File: config.mk
export PLATFORM = sky130hd
export DESIGN_NAME = host_reg_port
export DESIGN_NICKNAME = d
export VERILOG_FILES = /design/src/rtl/host_reg_pkg.sv /design/src/rtl/host_sync.sv /design/src/rtl/host_strobe_decode.sv /design/src/rtl/host_reg_file.sv /design/src/rtl/host_ready_gen.sv /design/src/rtl/host_reg_port.sv
export SDC_FILE = /design/constraint.sdc
export NUM_CORES = 1
export LEC_CHECK = 0
export BUFFER_PORTS_ARGS = -buffer_cell sky130_fd_sc_hd__buf_2
export CELL_PAD_IN_SITES_DETAIL_PLACEMENT = 0
export CELL_PAD_IN_SITES_GLOBAL_PLACEMENT = 1
export CORE_AREA = 2 2 269 218
export DETAILED_ROUTE_END_ITERATION = 16
export DIE_AREA = 0 0 271 220
export HOLD_SLACK_MARGIN = 0.08
export PLACE_DENSITY_LB_ADDON = 0.1
export RECOVER_POWER = 50
export SETUP_SLACK_MARGIN = 0.05
export SLEW_MARGIN = 10
export SYNTH_ARGS = -nofsm -noshare
export SYNTH_HDL_FRONTEND = slang
export SYNTH_SLANG_ARGS = --single-unit
export TNS_END_PERCENT = 50
File: constraint.sdc
create_clock -name host_clk -period 16.22 [get_ports host_clk]
set_input_delay 0 -clock host_clk [delete_from_list [all_inputs] [get_ports host_clk]]
set_output_delay 0 -clock host_clk [all_outputs]
set_load 0.05 [all_outputs]
File: src/rtl/host_reg_pkg.sv
package host_reg_pkg;
  localparam int ADDR_W = 7;
  localparam int DATA_W = 8;

  typedef logic [ADDR_W-1:0] haddr_t;
  typedef logic [DATA_W-1:0] hdata_t;

  typedef enum logic {
    STYLE_SPLIT   = 1'b0,
    STYLE_DSTROBE = 1'b1
  } bus_style_e;
endpackage

File: src/rtl/host_sync.sv
module host_sync #(
  parameter int           WIDTH   = 1,
  parameter int           STAGES  = 2,
  parameter logic [WIDTH-1:0] RST_VAL = '0
) (
  input  logic             clk,
  input  logic             rst_n,
  input  logic [WIDTH-1:0] d,
  output logic [WIDTH-1:0] q
);
  logic [WIDTH-1:0] stage_q [STAGES];

  always_ff @(posedge clk or negedge rst_n) begin
    if (!rst_n) begin
      for (int i = 0; i < STAGES; i++) stage_q[i] <= RST_VAL;
    end else begin
      stage_q[0] <= d;
      for (int i = 1; i < STAGES; i++) stage_q[i] <= stage_q[i-1];
    end
  end

  assign q = stage_q[STAGES-1];
endmodule

File: src/rtl/host_strobe_decode.sv
module host_strobe_decode
  import host_reg_pkg::*;
(
  input  logic       clk,
  input  logic       rst_n,
  input  bus_style_e style,
  input  logic       rdrw_s,
  input  logic       wrds_s,
  input  logic       astb_s,
  output logic       rd_act,
  output logic       wr_act,
  output logic       wr_pulse
);
  logic wrds_q, wrds_d;
  logic strobe_rose;

  always_comb begin
    wrds_d = wrds_s;
  end

  always_ff @(posedge clk or negedge rst_n) begin
    if (!rst_n) wrds_q <= 1'b1;
    else        wrds_q <= wrds_d;
  end

  assign strobe_rose = ~wrds_q & wrds_s;

  always_comb begin
    rd_act   = 1'b0;
    wr_act   = 1'b0;
    wr_pulse = 1'b0;
    unique case (style)
      STYLE_SPLIT: begin
        rd_act   = ~rdrw_s;
        wr_act   = ~wrds_s;
        wr_pulse = strobe_rose;
      end
      STYLE_DSTROBE: begin
        rd_act   = ~astb_s &  rdrw_s & ~wrds_s;
        wr_act   = ~astb_s & ~rdrw_s & ~wrds_s;
        wr_pulse = ~astb_s & ~rdrw_s & strobe_rose;
      end
      default: ;
    endcase
  end
endmodule

File: src/rtl/host_reg_file.sv
module host_reg_file
  import host_reg_pkg::*;
#(
  parameter int NUM_REGS = 32
) (
  input  logic   clk,
  input  logic   rst_n,
  input  logic   wr_en,
  input  haddr_t addr,
  input  hdata_t wdata,
  output hdata_t rdata
);
  hdata_t regs_q [NUM_REGS];
  logic   in_range;

  always_comb begin
    in_range = (int'(addr) < NUM_REGS);
  end

  for (genvar g = 0; g < NUM_REGS; g++) begin : g_reg
    logic   hit;
    hdata_t reg_d;

    always_comb begin
      hit   = wr_en && (int'(addr) == g);
      reg_d = hit ? wdata : regs_q[g];
    end

    always_ff @(posedge clk or negedge rst_n) begin
      if (!rst_n)   regs_q[g] <= '0;
      else if (hit) regs_q[g] <= reg_d;
    end

    AST_WR_LANDS: assert property (@(posedge clk) disable iff (!rst_n)
      (wr_en && int'(addr) == g) |=> (regs_q[g] == $past(wdata))) else $error("write lost");

    AST_OOR_WR_IGNORED: assert property (@(posedge clk) disable iff (!rst_n)
      (wr_en && int'(addr) >= NUM_REGS) |=> $stable(regs_q[g])) else $error("oor write");
  end

  always_comb begin
    rdata = '0;
    for (int i = 0; i < NUM_REGS; i++) begin
      if (in_range && int'(addr) == i) rdata = regs_q[i];
    end
  end
endmodule

File: src/rtl/host_ready_gen.sv
module host_ready_gen #(
  parameter int RDY_DELAY = 2
) (
  input  logic clk,
  input  logic rst_n,
  input  logic act,
  output logic rdy
);
  localparam int CW = $clog2(RDY_DELAY + 1);

  logic [CW-1:0] cnt_q, cnt_d;
  logic          done;

  assign done = (cnt_q == CW'(RDY_DELAY));

  always_comb begin
    if (!act)      cnt_d = '0;
    else if (done) cnt_d = cnt_q;
    else           cnt_d = cnt_q + 1'b1;
  end

  always_ff @(posedge clk or negedge rst_n) begin
    if (!rst_n) cnt_q <= '0;
    else        cnt_q <= cnt_d;
  end

  assign rdy = act && done;

  AST_RDY_LAGS_STROBE: assert property (@(posedge clk) disable iff (!rst_n)
    $rose(rdy) |-> ($past(act, 1) && $past(act, 2))) else $error("ready early");
endmodule

File: src/rtl/host_reg_port.sv
module host_reg_port
  import host_reg_pkg::*;
#(
  parameter int NUM_REGS    = 32,
  parameter int RDY_DELAY   = 2,
  parameter int SYNC_STAGES = 2
) (
  input  logic       host_clk,
  input  logic       arst_n,
  input  logic       ds_style,
  input  logic [6:0] h_addr,
  input  logic       rd_or_rw,
  input  logic       wr_or_ds_n,
  input  logic       astb_n,
  input  logic [7:0] h_din,
  output logic [7:0] h_dout,
  output logic       h_doe,
  output logic       h_rdy
);
  localparam int BUN_W = 3 + ADDR_W + DATA_W;
  localparam logic [BUN_W-1:0] BUN_RST = {3'b111, {ADDR_W{1'b0}}, {DATA_W{1'b0}}};

  logic rst_q1, rst_q2, rst_n_i;

  always_ff @(posedge host_clk or negedge arst_n) begin
    if (!arst_n) begin
      rst_q1 <= 1'b0;
      rst_q2 <= 1'b0;
    end else begin
      rst_q1 <= 1'b1;
      rst_q2 <= rst_q1;
    end
  end
  assign rst_n_i = rst_q2;

  logic [BUN_W-1:0] bun_raw, bun_s;
  logic   astb_s, wrds_s, rdrw_s;
  haddr_t addr_s;
  hdata_t din_s;

  assign bun_raw = {astb_n, wr_or_ds_n, rd_or_rw, h_addr, h_din};

  host_sync #(.WIDTH(BUN_W), .STAGES(SYNC_STAGES), .RST_VAL(BUN_RST)) u_sync (
    .clk   (host_clk),
    .rst_n (rst_n_i),
    .d     (bun_raw),
    .q     (bun_s)
  );

  assign {astb_s, wrds_s, rdrw_s, addr_s, din_s} = bun_s;

  bus_style_e style;
  logic rd_act, wr_act, wr_pulse;

  assign style = bus_style_e'(ds_style);

  host_strobe_decode u_dec (
    .clk      (host_clk),
    .rst_n    (rst_n_i),
    .style    (style),
    .rdrw_s   (rdrw_s),
    .wrds_s   (wrds_s),
    .astb_s   (astb_s),
    .rd_act   (rd_act),
    .wr_act   (wr_act),
    .wr_pulse (wr_pulse)
  );

  hdata_t rdata;

  host_reg_file #(.NUM_REGS(NUM_REGS)) u_rf (
    .clk   (host_clk),
    .rst_n (rst_n_i),
    .wr_en (wr_pulse),
    .addr  (addr_s),
    .wdata (din_s),
    .rdata (rdata)
  );

  host_ready_gen #(.RDY_DELAY(RDY_DELAY)) u_rdy (
    .clk   (host_clk),
    .rst_n (rst_n_i),
    .act   (rd_act | wr_act),
    .rdy   (h_rdy)
  );

  assign h_doe  = rd_act;
  assign h_dout = rd_act ? rdata : '0;

  AST_RDY_IN_CYCLE: assert property (@(posedge host_clk) disable iff (!rst_n_i)
    h_rdy |-> (h_doe || wr_act)) else $error("ready outside access");

  AST_DRIVE_BEFORE_RDY: assert property (@(posedge host_clk) disable iff (!rst_n_i)
    $rose(h_doe) |-> !$past(h_rdy)) else $error("ready before drive");
endmodule

=== Yosys cells after proc, flatten, opt, wreduce, memory -nomap -nowiden ===
Index checks and enable logic that the tools add are counted.

* Register bits after elaboration: 297
* Bits of input ports: 21
* Output and inout port bits: 10
* Logic and storage cells: 189

* $add $sub $neg: 1
* Magnitude comparators: 1
* Equality and inequality tests: 33
* Multiplexer cells: 38
* Bitwise logic cells: 12
* Reductions and logical operators: 66

{| class="wikitable"
|+ Operators by type and width
! cell !! number
|-
| $mux W8 || 33
|-
| $eq A7 B6 Y1 const B || 16
|-
| $logic_and A1 B1 Y1 || 65
|-
| $eq A7 B5 Y1 const B || 8
|-
| $eq A7 B4 Y1 const B || 4
|-
| $eq A7 B3 Y1 const B || 2
|-
| $eq A7 B2 Y1 const B || 1
|-
| $logic_not A7 Y1 || 1
|-
| $lt A7 B6 Y1 const B || 1
|-
| $and A1 B1 Y1 || 6
|-
| $pmux W1 S2 || 3
|-
| $not A1 Y1 || 5
|-
| $mux W2 || 2
|-
| $add A2 B1 Y2 const B || 1
|-
| $eq A2 B2 Y1 const B || 1
|-
| $ne A2 B2 Y1 const B || 1
|-
| $or A1 B1 Y1 || 1
|}

=== Longest topological paths before layout ===
Gate-level depths: netlist of the first run.

* Word-level depth: 35
* Depth in mapped cells: 10
* Mapped depth without buffers: 7

=== Cells and area by module ===
A second synthesis of the first run with hierarchy kept.

* Cell total of the unflattened synthesis: 1,089
* Area, all modules: 13,923.4 um^2

{| class="wikitable"
|+ Modules (own cells, without submodules)
! module !! instances !! cells each !! area each (um^2) !! sequential area each (um^2)
|-
| host_reg_file || 1 || 1,007 || 12,587.1 || 6,406.1
|-
| host_sync || 1 || 54 || 1,043.5 || 908.4
|-
| host_reg_port || 1 || 12 || 120.1 || 50.0
|-
| host_ready_gen || 1 || 10 || 110.1 || 50.0
|-
| host_strobe_decode || 1 || 6 || 62.6 || 26.3
|}

=== Worst setup path before layout of the first run ===
OpenSTA, ideal clock, no wires.

* Path kind: register to output
* Start point: register u_sync.stage_q, in the netlist u_sync.q[15]
* End point: output h_dout[1]
* Arrival time: 2,743 ps
* Required time: 16,220 ps
* Slack: 13,477 ps
* Cell stages (with the launch flop): 8
* Path buffers: 0
* Path through: dfstp_2 -> nand4bb_1 -> o21a_1 -> inv_1 -> o21ai_0 -> a2111o_1 -> a221o_1 -> o21ai_1

* Cells in the longest elaborated chain, start to end: 4
* Elaborated cells on any way between the ends: 5
* Classes of those cells: mux: 2; bitwise: 3

{| class="wikitable"
|+ RTL lines
! element !! RTL line !! text
|-
| from (decl) || host_sync.sv:11 || <nowiki>logic [WIDTH-1:0] stage_q [STAGES];</nowiki>
|-
| $and A1 B1 Y1 (2 in a row) || host_strobe_decode.sv:39 || <nowiki>rd_act = ~astb_s & rdrw_s & ~wrds_s;</nowiki>
|-
| $pmux W1 S2 * || host_strobe_decode.sv:32 || <nowiki>unique case (style)</nowiki>
|-
| net h_doe || host_reg_port.sv:17 || <nowiki>output logic h_doe,</nowiki>
|-
| $mux W8 * || host_reg_port.sv:88 || <nowiki>assign h_dout = rd_act ? rdata : '0;</nowiki>
|-
| to (decl) || host_reg_port.sv:16 || <nowiki>output logic [7:0] h_dout,</nowiki>
|}

The timed path passes the listed nets; every way through them passes the cells marked *.

==> results.yml, run 1 <==
cells_and_area:
  area_growth_pct: 17.2
  layout.nets: 1203
  fin_area_mm2: 0.0166
  fin_util: 0.290
  drive_above_1_share: 0.360
  finalNonFillerCells: 1975
timing:
  rsz0062_at_grt: "false"
  relSlewSlack: -1.63
  fin_setup_tns_ps: 0
  tightest_slew_ps: 3950
  clock-skew-final_ps: 13.9
  hold_violations: 0
  fmax_ghz: 0.126
  period_minus_slack_ps: 7950
  period_share: 0.490
  setup_violations: 0
  slew_viol_final: 377
setup_path:
  cpMostUsedCell: "clkbuf_1"
  cp_max_fo: 66
  crit_start: "rst_n_i"
  slowest_stage: "clkbuf_1"
  critPathArrivalTime_ps: 7500
  rr_startpoint: "rst_n_i"
  max_stage_delay_ps: 2670
  path_class: "reg2async"
  end_kind: "asynchronous set/reset pin"
  crit_chain: "clkbuf_1, clkbuf_1"
  start_kind: "register"
  cp_data_required_time_ps: 15770
power_and_ir_drop:
  power_mw: 1.79
  peakVddDrop_uv: 56.2
  power-per-cell-area_mw_per_mm2: 108
  p_seq_frac: 0.451
  swShare: 0.253
  switchingPower_mw: 0.451
  power_frac_comb: 0.076
  clkPwrFrac: 0.473
  power.internal_mw: 1.34
  p_leak_nw: 7.34
cts:
  cts.sinks: 297
  clock_latency_ps: 550
  ctsResizeCount: 0
  root_buffer: "clkbuf_16"
  postCtsHoldBufs: 34
  clk_path_buf_depth: 3
  cts_buffers: 36
  clkTransAtPathRegs_ps: 60
  cts_setup_buffers: 0
  cts-htree-levels: 2
  cts_tree: "built"
outcome:
  status: "finished, violations left"
  violations: "max-capacitance violations, max-slew violations"
floorplan:
  die_w_um: 271
  core_area_mm2: 0.0572
  die_h_um: 220
  num_rows: 79
  io_pins: 31
  start_util: 0.247
  die_area_mm2: 0.0596
placement:
  dp_hpwl_mm: 35.6
  placed_area_mm2: 0.0151
  dp.cells: 1878
  port_buffers: 30
  place.gp.congestion: 0.814
global_routing:
  grt_max_degree: 70
  grt-ovfl-total: 0
  grt_pass1_vias: 9877
  antenna_found_initial: 2
  gr-usage-all-layers: 0.184
  grt_pass1_wl_mm: 78.5
min_path:
  worstHoldPathType: "in2reg"
  min_from: "h_addr[0]"
synthesis:
  netlist_instances: 1134
  netlist_area_mm2: 0.0141
  synthMuxAreaShare: 0.248
  yosys.area_share.simple: 0.0846
  synth-seq-cells: 297
  synthAdderAreaFrac: 0.000885
  ys_seq_area_frac: 0.527
  syn_nets: 1156
  synth_top_flop_cell: "dfrtp_1"
  ys_warn_count: 0
  syn_area_per_cell_um2: 12.5
  async_flop_share: 1.00
  synth_xor_area_frac: 0.000620
  yosysUniqueCellTypes: 80
  synth_edf_count: 0
  synth_top_family_by_area: "multiplexers"
  synth-compound-area-share: 0.110
routing:
  firstDrtPassIters: 5
  drt-initial-drc-count: 751
  wl_per_cell_um: 27.5
  ant_nets: 0
  wl_mm: 54.3
  routed-via-count: 9779
  post-route-drc-count: 0
  avgViaCountPerCell: 4.95
job:
  max_cap_viol_count: 7
==> flip-flops by register name, indices dropped and copies added, names as in the netlist <==
signal and cells:
u_rf.regs_q 256, u_sync.q 18, u_sync.stage_q 18, u_rdy.cnt_q 2, rst_n_i 1, rst_q1 1
u_dec.wrds_q 1
==> synthesized netlist by cell type, types with 12 or more instances <==
cell type / number / area share
o21ai_0: 46 / 0.016
nand2_1: 49 / 0.013
nand3_1: 14 / 0.0050
nor2_2: 25 / 0.011
dfrtp_1: 290 / 0.51
a22oi_1: 13 / 0.0069
clkbuf_1: 33 / 0.0088
o22ai_1: 14 / 0.0062
mux2i_1: 28 / 0.020
a21oi_1: 53 / 0.019
buf_2: 34 / 0.012
nor2_1: 47 / 0.012
mux2_2: 266 / 0.21
a31oi_1: 12 / 0.0053
==> cells in the final DEF (no fill, tap or decap), drive strengths merged, types with 11 or more instances in the layout <==
cell type and count:
dfrtp 290, mux2 266, nor2 81, clkbuf 63, nand2 55, a21oi 53
o21ai 47, buf 44, dlygate4sd3 34, mux2i 28, nand3 15, o22ai 14
a22oi 13, a31oi 12, nor2b 11
==> layout make-up <==
cell class,count,area [um^2]
diodes,1,2.50
clock buffers,56,1110
clock inverters,6,108
fillers,5853,40700
inverters,9,33.8
multi-input cells,752,6280
flip-flops and latches,297,7450
well taps,769,962
repair buffers,85,627
==> path summary, 6_finish.rpt <==
check | to | slack [ps] | depth (start not counted)
setup reg to reg | u_sync.q[3] | 8270 | 2
setup / recovery | u_sync.q[3] | 8270 | 2
hold / removal | u_sync.stage_q[26] | 110 | 2
max in group host_clk | h_dout[2] | 10140 | 8
min in group asynchronous | rst_q1 | 300 | 3
hold reg to reg | u_sync.q[0] | 350 | 0
==> per-layer routing <==
layer / track usage / routed length [um] / vias up
met2: 0.255 / 22000 / 235
met4: 0.0427 / 986 / 0
met5: 0 / 0 / -
li1: - / - / 4307
met3: 0.0306 / 2560 / 61
met1: 0.292 / 28700 / 5176
==> cell families after synthesis <==
family | count (synthesis)
and+or+nand+nor | 213
xor gates and xnor gates | 1
DFF | 297
AOI/OAI and AO/OA | 232
muxes | 304
other | 1
adders and majority gates | 1
buffers and inverters | 85
==> power groups by stage <==
stage | clock, mW | sequential [mW] | combinational [mW]
finish | 0.844 | 0.806 | 0.136
global route | 0.900 | 0.810 | 0.148
CTS | 0.869 | 0.807 | 0.138
floorplan | 0 | 0.805 | 0.0871
global placement | 0 | 0.820 | 0.131
detailed placement | 0 | 0.820 | 0.132
==> worst max-delay path: cells and delay by family, from the launching register on <==
kind	cells	cell delay, ps
flip-flops	1	1560
buffers and inverters	2	5320
==> through the flow <==
step	hold slack (ps)	setup WS [ps]
final	105	8270
after global placement	-214	12490
after CTS	84.0	11860
after detailed placement	-212	12470
after floorplan	-296	7340
after global routing	111	6650
Power figures use the tool's default switching activity.
==> run 2, diff against run 1 <==
==> constraint.sdc (replaced) <==
create_clock -name host_clk -period 7.8 [get_ports host_clk]
set_input_delay 0 -clock host_clk [delete_from_list [all_inputs] [get_ports host_clk]]
set_output_delay 0 -clock host_clk [all_outputs]
set_load 0.05 [all_outputs]
==> run 2 against run 1 <==
Compared with the run above:
- the flow still finishes with violations (max-capacitance violations, max-slew violations)
- first-iteration DRC count is 3.2% higher
- largest power group unchanged
- design area rose by 0.97%
- sequential power grew 110%
- via count grew 0.70%
- final cell count rose by 0.56%
- die area unchanged
- utilization rose by 0.28 points
- combinational power up 120%
==> results.yml, run 2 (synthesis gave the netlist of run 1 again) <==
outcome:
  status: "finished, violations left"
  violations: "max-capacitance violations, max-slew violations"
routing:
  post-route-drc-count: 0
  wl_per_cell_um: 27.9
  routed-via-count: 9847
  wl_mm: 55.4
  firstDrtPassIters: 5
  avgViaCountPerCell: 4.96
  drt-initial-drc-count: 775
  ant_nets: 0
setup_path:
  slowest_stage: "clkbuf_1"
  cp_data_required_time_ps: 7560
  start_kind: "register"
  cp_top_family: "buffers and inverters"
  end_kind: "asynchronous set/reset pin"
  crit_start: "rst_n_i"
  rr_startpoint: "rst_n_i"
  crit_chain: "clkbuf_1"
  critPathArrivalTime_ps: 4560
  crit_buf_inv: 1
  max_stage_delay_ps: 2750
  path_class: "reg2async"
  cp_max_fo: 64
timing:
  hold_violations: 0
  period_share: 0.616
  slew_viol_final: 129
  rsz0062_at_grt: "false"
  tightest_slew_ps: 3840
  relSlewSlack: -1.56
  setup_violations: 0
  period_minus_slack_ps: 4800
  whs_ps: 105
  fin_setup_tns_ps: 0
  clock-skew-final_ps: 31.9
  worst_slack_ps: 3000
  fmax_ghz: 0.208
global_routing:
  grt-ovfl-total: 0
  grt_pass1_wl_mm: 80.1
  grt_pass1_vias: 10100
  antenna_found_initial: 2
  gr-usage-all-layers: 0.188
  grt_max_degree: 144
cells_and_area:
  drive_above_1_share: 0.370
  largest_reg_flops: 256
  finalNonFillerCells: 1986
  area_growth_pct: 18.4
  top_register: "u_rf.regs_q"
  fillCellCount: 5883
  layout_common_cells: "dfrtp_1, mux2_2, a21oi_1"
  final_common_cell: "dfrtp_1"
  layout.nets: 1209
floorplan:
  die_area_mm2: 0.0596
  core_area_mm2: 0.0572
  num_rows: 79
  io_pins: 31
  start_util: 0.247
  die_w_um: 271
  die_h_um: 220
placement:
  dp_hpwl_mm: 35.7
  place_ws_ps: 3720
  place.gp.congestion: 0.790
  port_buffers: 30
  dp.cells: 1883
cts:
  cts_tree: "built"
  root_buffer: "clkbuf_16"
  postCtsHoldBufs: 34
  clock_latency_ps: 570
  cts.sinks: 297
  clk_path_buf_depth: 3
  cts_buffers: 37
  cts-htree-levels: 2
  ctsResizeCount: 0
  clkTransAtPathRegs_ps: 60
  cts_setup_buffers: 0
job:
  max_cap_viol_count: 2
min_path:
  worstHoldPathType: "in2reg"
  min_from: "h_din[7]"
power_and_ir_drop:
  power-per-cell-area_mw_per_mm2: 229
  peakVddDrop_uv: 138
  power_mw: 3.83
  p_leak_nw: 7.43
## run 2: metal layers
metal	GRT usage	vias to the layer above	routed length (um)
li1	-	4308	-
met1	0.292	5257	29100
met2	0.262	227	22400
met3	0.0363	55	2830
met4	0.0453	0	998
met5	0	-	0
## run 2: path summary, 6_finish.rpt
check                                      to  slack, ps  cells past startpoint
setup / recovery              u_rf.regs_q[35]       3000                      1
setup reg to reg              u_rf.regs_q[35]       3000                      1
hold reg to reg                   u_sync.q[0]        350                      0
max in group host_clk               h_dout[3]       3430                      8
min in group asynchronous              rst_q1        300                      3
hold / removal             u_sync.stage_q[25]        110                      2
## run 2: report_power, final
group | internal [mW] | switching [mW] | leakage, nW | total [mW]
clock | 1.15 | 0.714 | 0.639 | 1.86
combinational | 0.107 | 0.197 | 2.80 | 0.304
sequential | 1.60 | 0.0580 | 3.99 | 1.66
total | 2.86 | 0.970 | 7.43 | 3.83
## run 2: area by class of cell
| class | instances | area [um^2] | area share |
|---|---|---|---|
| Sequential cell | 297 | 7450 | 0.446 |
| Multi-Input combinational cell | 752 | 6290 | 0.376 |
| Clock buffer | 57 | 1110 | 0.0666 |
| Tap cell | 769 | 962 | 0.0575 |
| Timing Repair Buffer | 90 | 689 | 0.0412 |
| Clock inverter | 11 | 184 | 0.0110 |
| Inverter | 9 | 33.8 | 0.00202 |
| Antenna cell | 1 | 2.50 | 0.000150 |
## run 2: per-stage QoR
stage	utilization	area (um^2)
final	0.292	16700
after global routing	0.292	16700
after global placement	0.264	15100
after floorplan	-	14100
after CTS	0.292	16700
after detailed placement	0.264	15100
==> run 3, diff against run 2 <==
--- a/config.mk
+++ b/config.mk
@@ -5,12 +5,13 @@
 export SDC_FILE = /design/constraint.sdc
 export NUM_CORES = 1
 export LEC_CHECK = 0
+export ABC_AREA = 1
 export BUFFER_PORTS_ARGS = -buffer_cell sky130_fd_sc_hd__buf_2
 export CELL_PAD_IN_SITES_DETAIL_PLACEMENT = 0
 export CELL_PAD_IN_SITES_GLOBAL_PLACEMENT = 1
-export CORE_AREA = 2 2 269 218
+export CORE_AREA = 2 2 256 208
 export DETAILED_ROUTE_END_ITERATION = 16
-export DIE_AREA = 0 0 271 220
+export DIE_AREA = 0 0 258 210
 export HOLD_SLACK_MARGIN = 0.08
 export PLACE_DENSITY_LB_ADDON = 0.1
 export RECOVER_POWER = 50
==> constraint.sdc (replaced) <==
create_clock -name host_clk -period 3.9 [get_ports host_clk]
set_input_delay 0 -clock host_clk [delete_from_list [all_inputs] [get_ports host_clk]]
set_output_delay 0 -clock host_clk [all_outputs]
set_load 0.05 [all_outputs]
==> run 3 against run 2 <==
Compared with the run above:
- register-to-register slack worse by 2400 ps
- synthesized cell count grew 35%
- clock power up 91%
- clock skew shrank 7.7 ps
- the flow finishes with violations (max-capacitance violations, max-slew violations, negative setup slack)
- via count rose by 5.3%
- total power increased by 89%
- flip-flop and latch count stayed put
- clock-buffer cell count is 5 lower
- design area fell by 5.4%
==> results.yml, run 3 <==
power_and_ir_drop:
  peakVddDrop_uv: 342
  power-per-cell-area_mw_per_mm2: 457
  p_leak_nw: 7.21
timing:
  fmax_ghz: 0.256
  tightest_slew_ps: 2020
  fin_setup_tns_ps: -3.38
  rsz0062_at_grt: "true"
  period_minus_slack_ps: 3900
  clock-skew-final_ps: 24.2
  hold_violations: 0
  worst_slack_ps: -3.38
  period_share: 1.00
  setup_violations: 1
  slew_viol_final: 47
  whs_ps: 110
  relSlewSlack: -0.346
synthesis:
  syn_nets: 1558
  ys_warn_count: 0
  syn_area_per_cell_um2: 8.30
  yosys.area_share.simple: 0.242
  synthDominantCellAreaShare: 0.569
  synthMuxAreaShare: 0
  yosys-top-cells-area: "dfrtp_1, nand2_1, o21ai_0, inv_1, nor2_1"
  async_flop_share: 1.00
  synth_xor_area_frac: 0
  yosysUniqueCellTypes: 27
  synth_top_flop_cell: "dfrtp_1"
  synth_edf_count: 0
  synth_top_area_cell: "dfrtp_1"
  synth-seq-cells: 297
  netlist_instances: 1536
  ys_seq_area_frac: 0.583
  yosysMostFrequentCell: "nand2_1"
  synth_top_family_by_area: "simple AND/OR/NAND/NOR gates"
  synth_common_cells: "nand2_1, dfrtp_1, o21ai_0, inv_1, nor2_1"
  synth-compound-area-share: 0.122
  synthAdderAreaFrac: 0.000981
  netlist_area_mm2: 0.0128
global_routing:
  grt_max_degree: 83
  grt_pass1_wl_mm: 67.6
  grt-ovfl-total: 0
  grt_pass1_vias: 10300
  gr-usage-all-layers: 0.167
  antenna_found_initial: 1
floorplan:
  core_area_mm2: 0.0517
  die_w_um: 258
  start_util: 0.247
  die_h_um: 210
  die_area_mm2: 0.0542
  num_rows: 75
  io_pins: 31
job:
  max_cap_viol_count: 1
cts:
  cts.sinks: 297
  cts_tree: "built"
  cts_buffers: 36
  clk_path_buf_depth: 3
  clock_latency_ps: 560
  root_buffer: "clkbuf_16"
  cts-htree-levels: 2
  clkTransAtPathRegs_ps: 60
cells_and_area:
  largest_reg_flops: 256
  layout_common_cells: "nand2_1, dfrtp_1, o21ai_0"
  final_common_cell: "nand2_1"
  area_growth_pct: 24.2
  layout.nets: 1672
  drive_above_1_share: 0.158
  fin_util: 0.306
  finalNonFillerCells: 2371
  top_register: "u_rf.regs_q"
setup_path:
  cp_max_fo: 7
  max_stage_delay_ps: 410
  critPathArrivalTime_ps: 3900
  crit_buf_inv: 3
  path_class: "reg2out"
  slowest_stage: "dfrtp_1"
  cpMostUsedCell: "nand2_1"
  end_kind: "primary output"
  cp_data_required_time_ps: 3900
  start_kind: "register"
  cp_top_family: "simple AND/OR/NAND/NOR gates"
placement:
  dp.cells: 2260
  place_ws_ps: 234
  place.gp.congestion: 0.769
  port_buffers: 30
  dp_hpwl_mm: 29.5
routing:
  avgViaCountPerCell: 4.37
  ant_nets: 0
  wl_per_cell_um: 18.6
  post-route-drc-count: 0
  routed-via-count: 10400
  drt-initial-drc-count: 700
  wl_mm: 44.0
  firstDrtPassIters: 6
outcome:
  status: "finished, violations left"
  violations: "max-capacitance violations, max-slew violations, negative setup slack"
min_path:
  worstHoldPathType: "in2reg"
-- run 3: changes by cell type in the layout (fill, tap and decap cells not counted), moves of 14 or more --
cell	previous run	this run
or2_2	1	35
inv_1	8	84
mux2i_1	28	0
nand3_1	14	28
nand4_1	2	28
inv_2	0	21
o21ai_0	46	266
nand2_1	49	551
mux2_2	266	0
o22ai_1	14	0
buf_4	23	70
a21oi_1	53	34
nor2_1	47	65
-- run 3: repair_timing --
item,in CTS,in global routing
setup endpoints to repair,6,8
hold buffers,38,0
resized for setup,37,12
pin swaps,30,12
hold endpoints to repair,22,0
setup buffers,7,0
-- run 3: cell families after synthesis --
group / count (synthesis)
adders and majority gates: 1
and+or+nand+nor: 755
buffers and inverters: 171
AOI/OAI and AO/OA: 311
other: 1
DFF: 297
-- run 3: power by group --
group | switching [mW] | internal, mW
clock | 1.43 | 2.13
sequential | 0.0782 | 3.20
combinational | 0.266 | 0.125
total | 1.77 | 5.46
-- run 3: layer usage --
metal | wire length [um] | GRT usage | part of all wire
met1 | 24900 | 0.277 | 0.56
met2 | 16800 | 0.220 | 0.38
met3 | 1570 | 0.0238 | 0.036
met4 | 763 | 0.0403 | 0.017
met5 | 0 | 0 | 0
-- run 3: per-stage QoR --
stage          cell area [um^2]  power (mW)
2_1_floorplan             12800        3.52
3_3_place_gp              14100        3.70
3_5_place_dp              14100        3.71
4_1_cts                   15800        7.37
5_1_grt                   15800        7.54
6_report                  15800        7.23
-- run 3: final cells by class --
type,instances,area (um^2)
Fill cell,5602,35900
Multi-Input combinational cell,1068,4790
Sequential cell,297,7440
Clock inverter,13,184
Tap cell,693,867
Timing Repair Buffer,141,1100
Inverter,106,398
Clock buffer,52,1040
Antenna cell,1,2.50
-- run 3: path summary, 6_finish.rpt --
| check | from | to | slack (ps) | depth (start not counted) |
|---|---|---|---|---|
| setup / recovery | u_sync.q[10] | h_dout[7] | -3 | 27 |
| hold / removal | astb_n | u_sync.stage_q[35] | 110 | 2 |
| setup reg to reg | rst_n_i | u_sync.q[9] | 570 | 1 |
| hold reg to reg | rst_q1 | rst_n_i | 350 | 0 |
| max in group asynchronous | rst_n_i | u_sync.q[9] | 570 | 1 |
| min in group asynchronous | arst_n | rst_n_i | 310 | 3 |
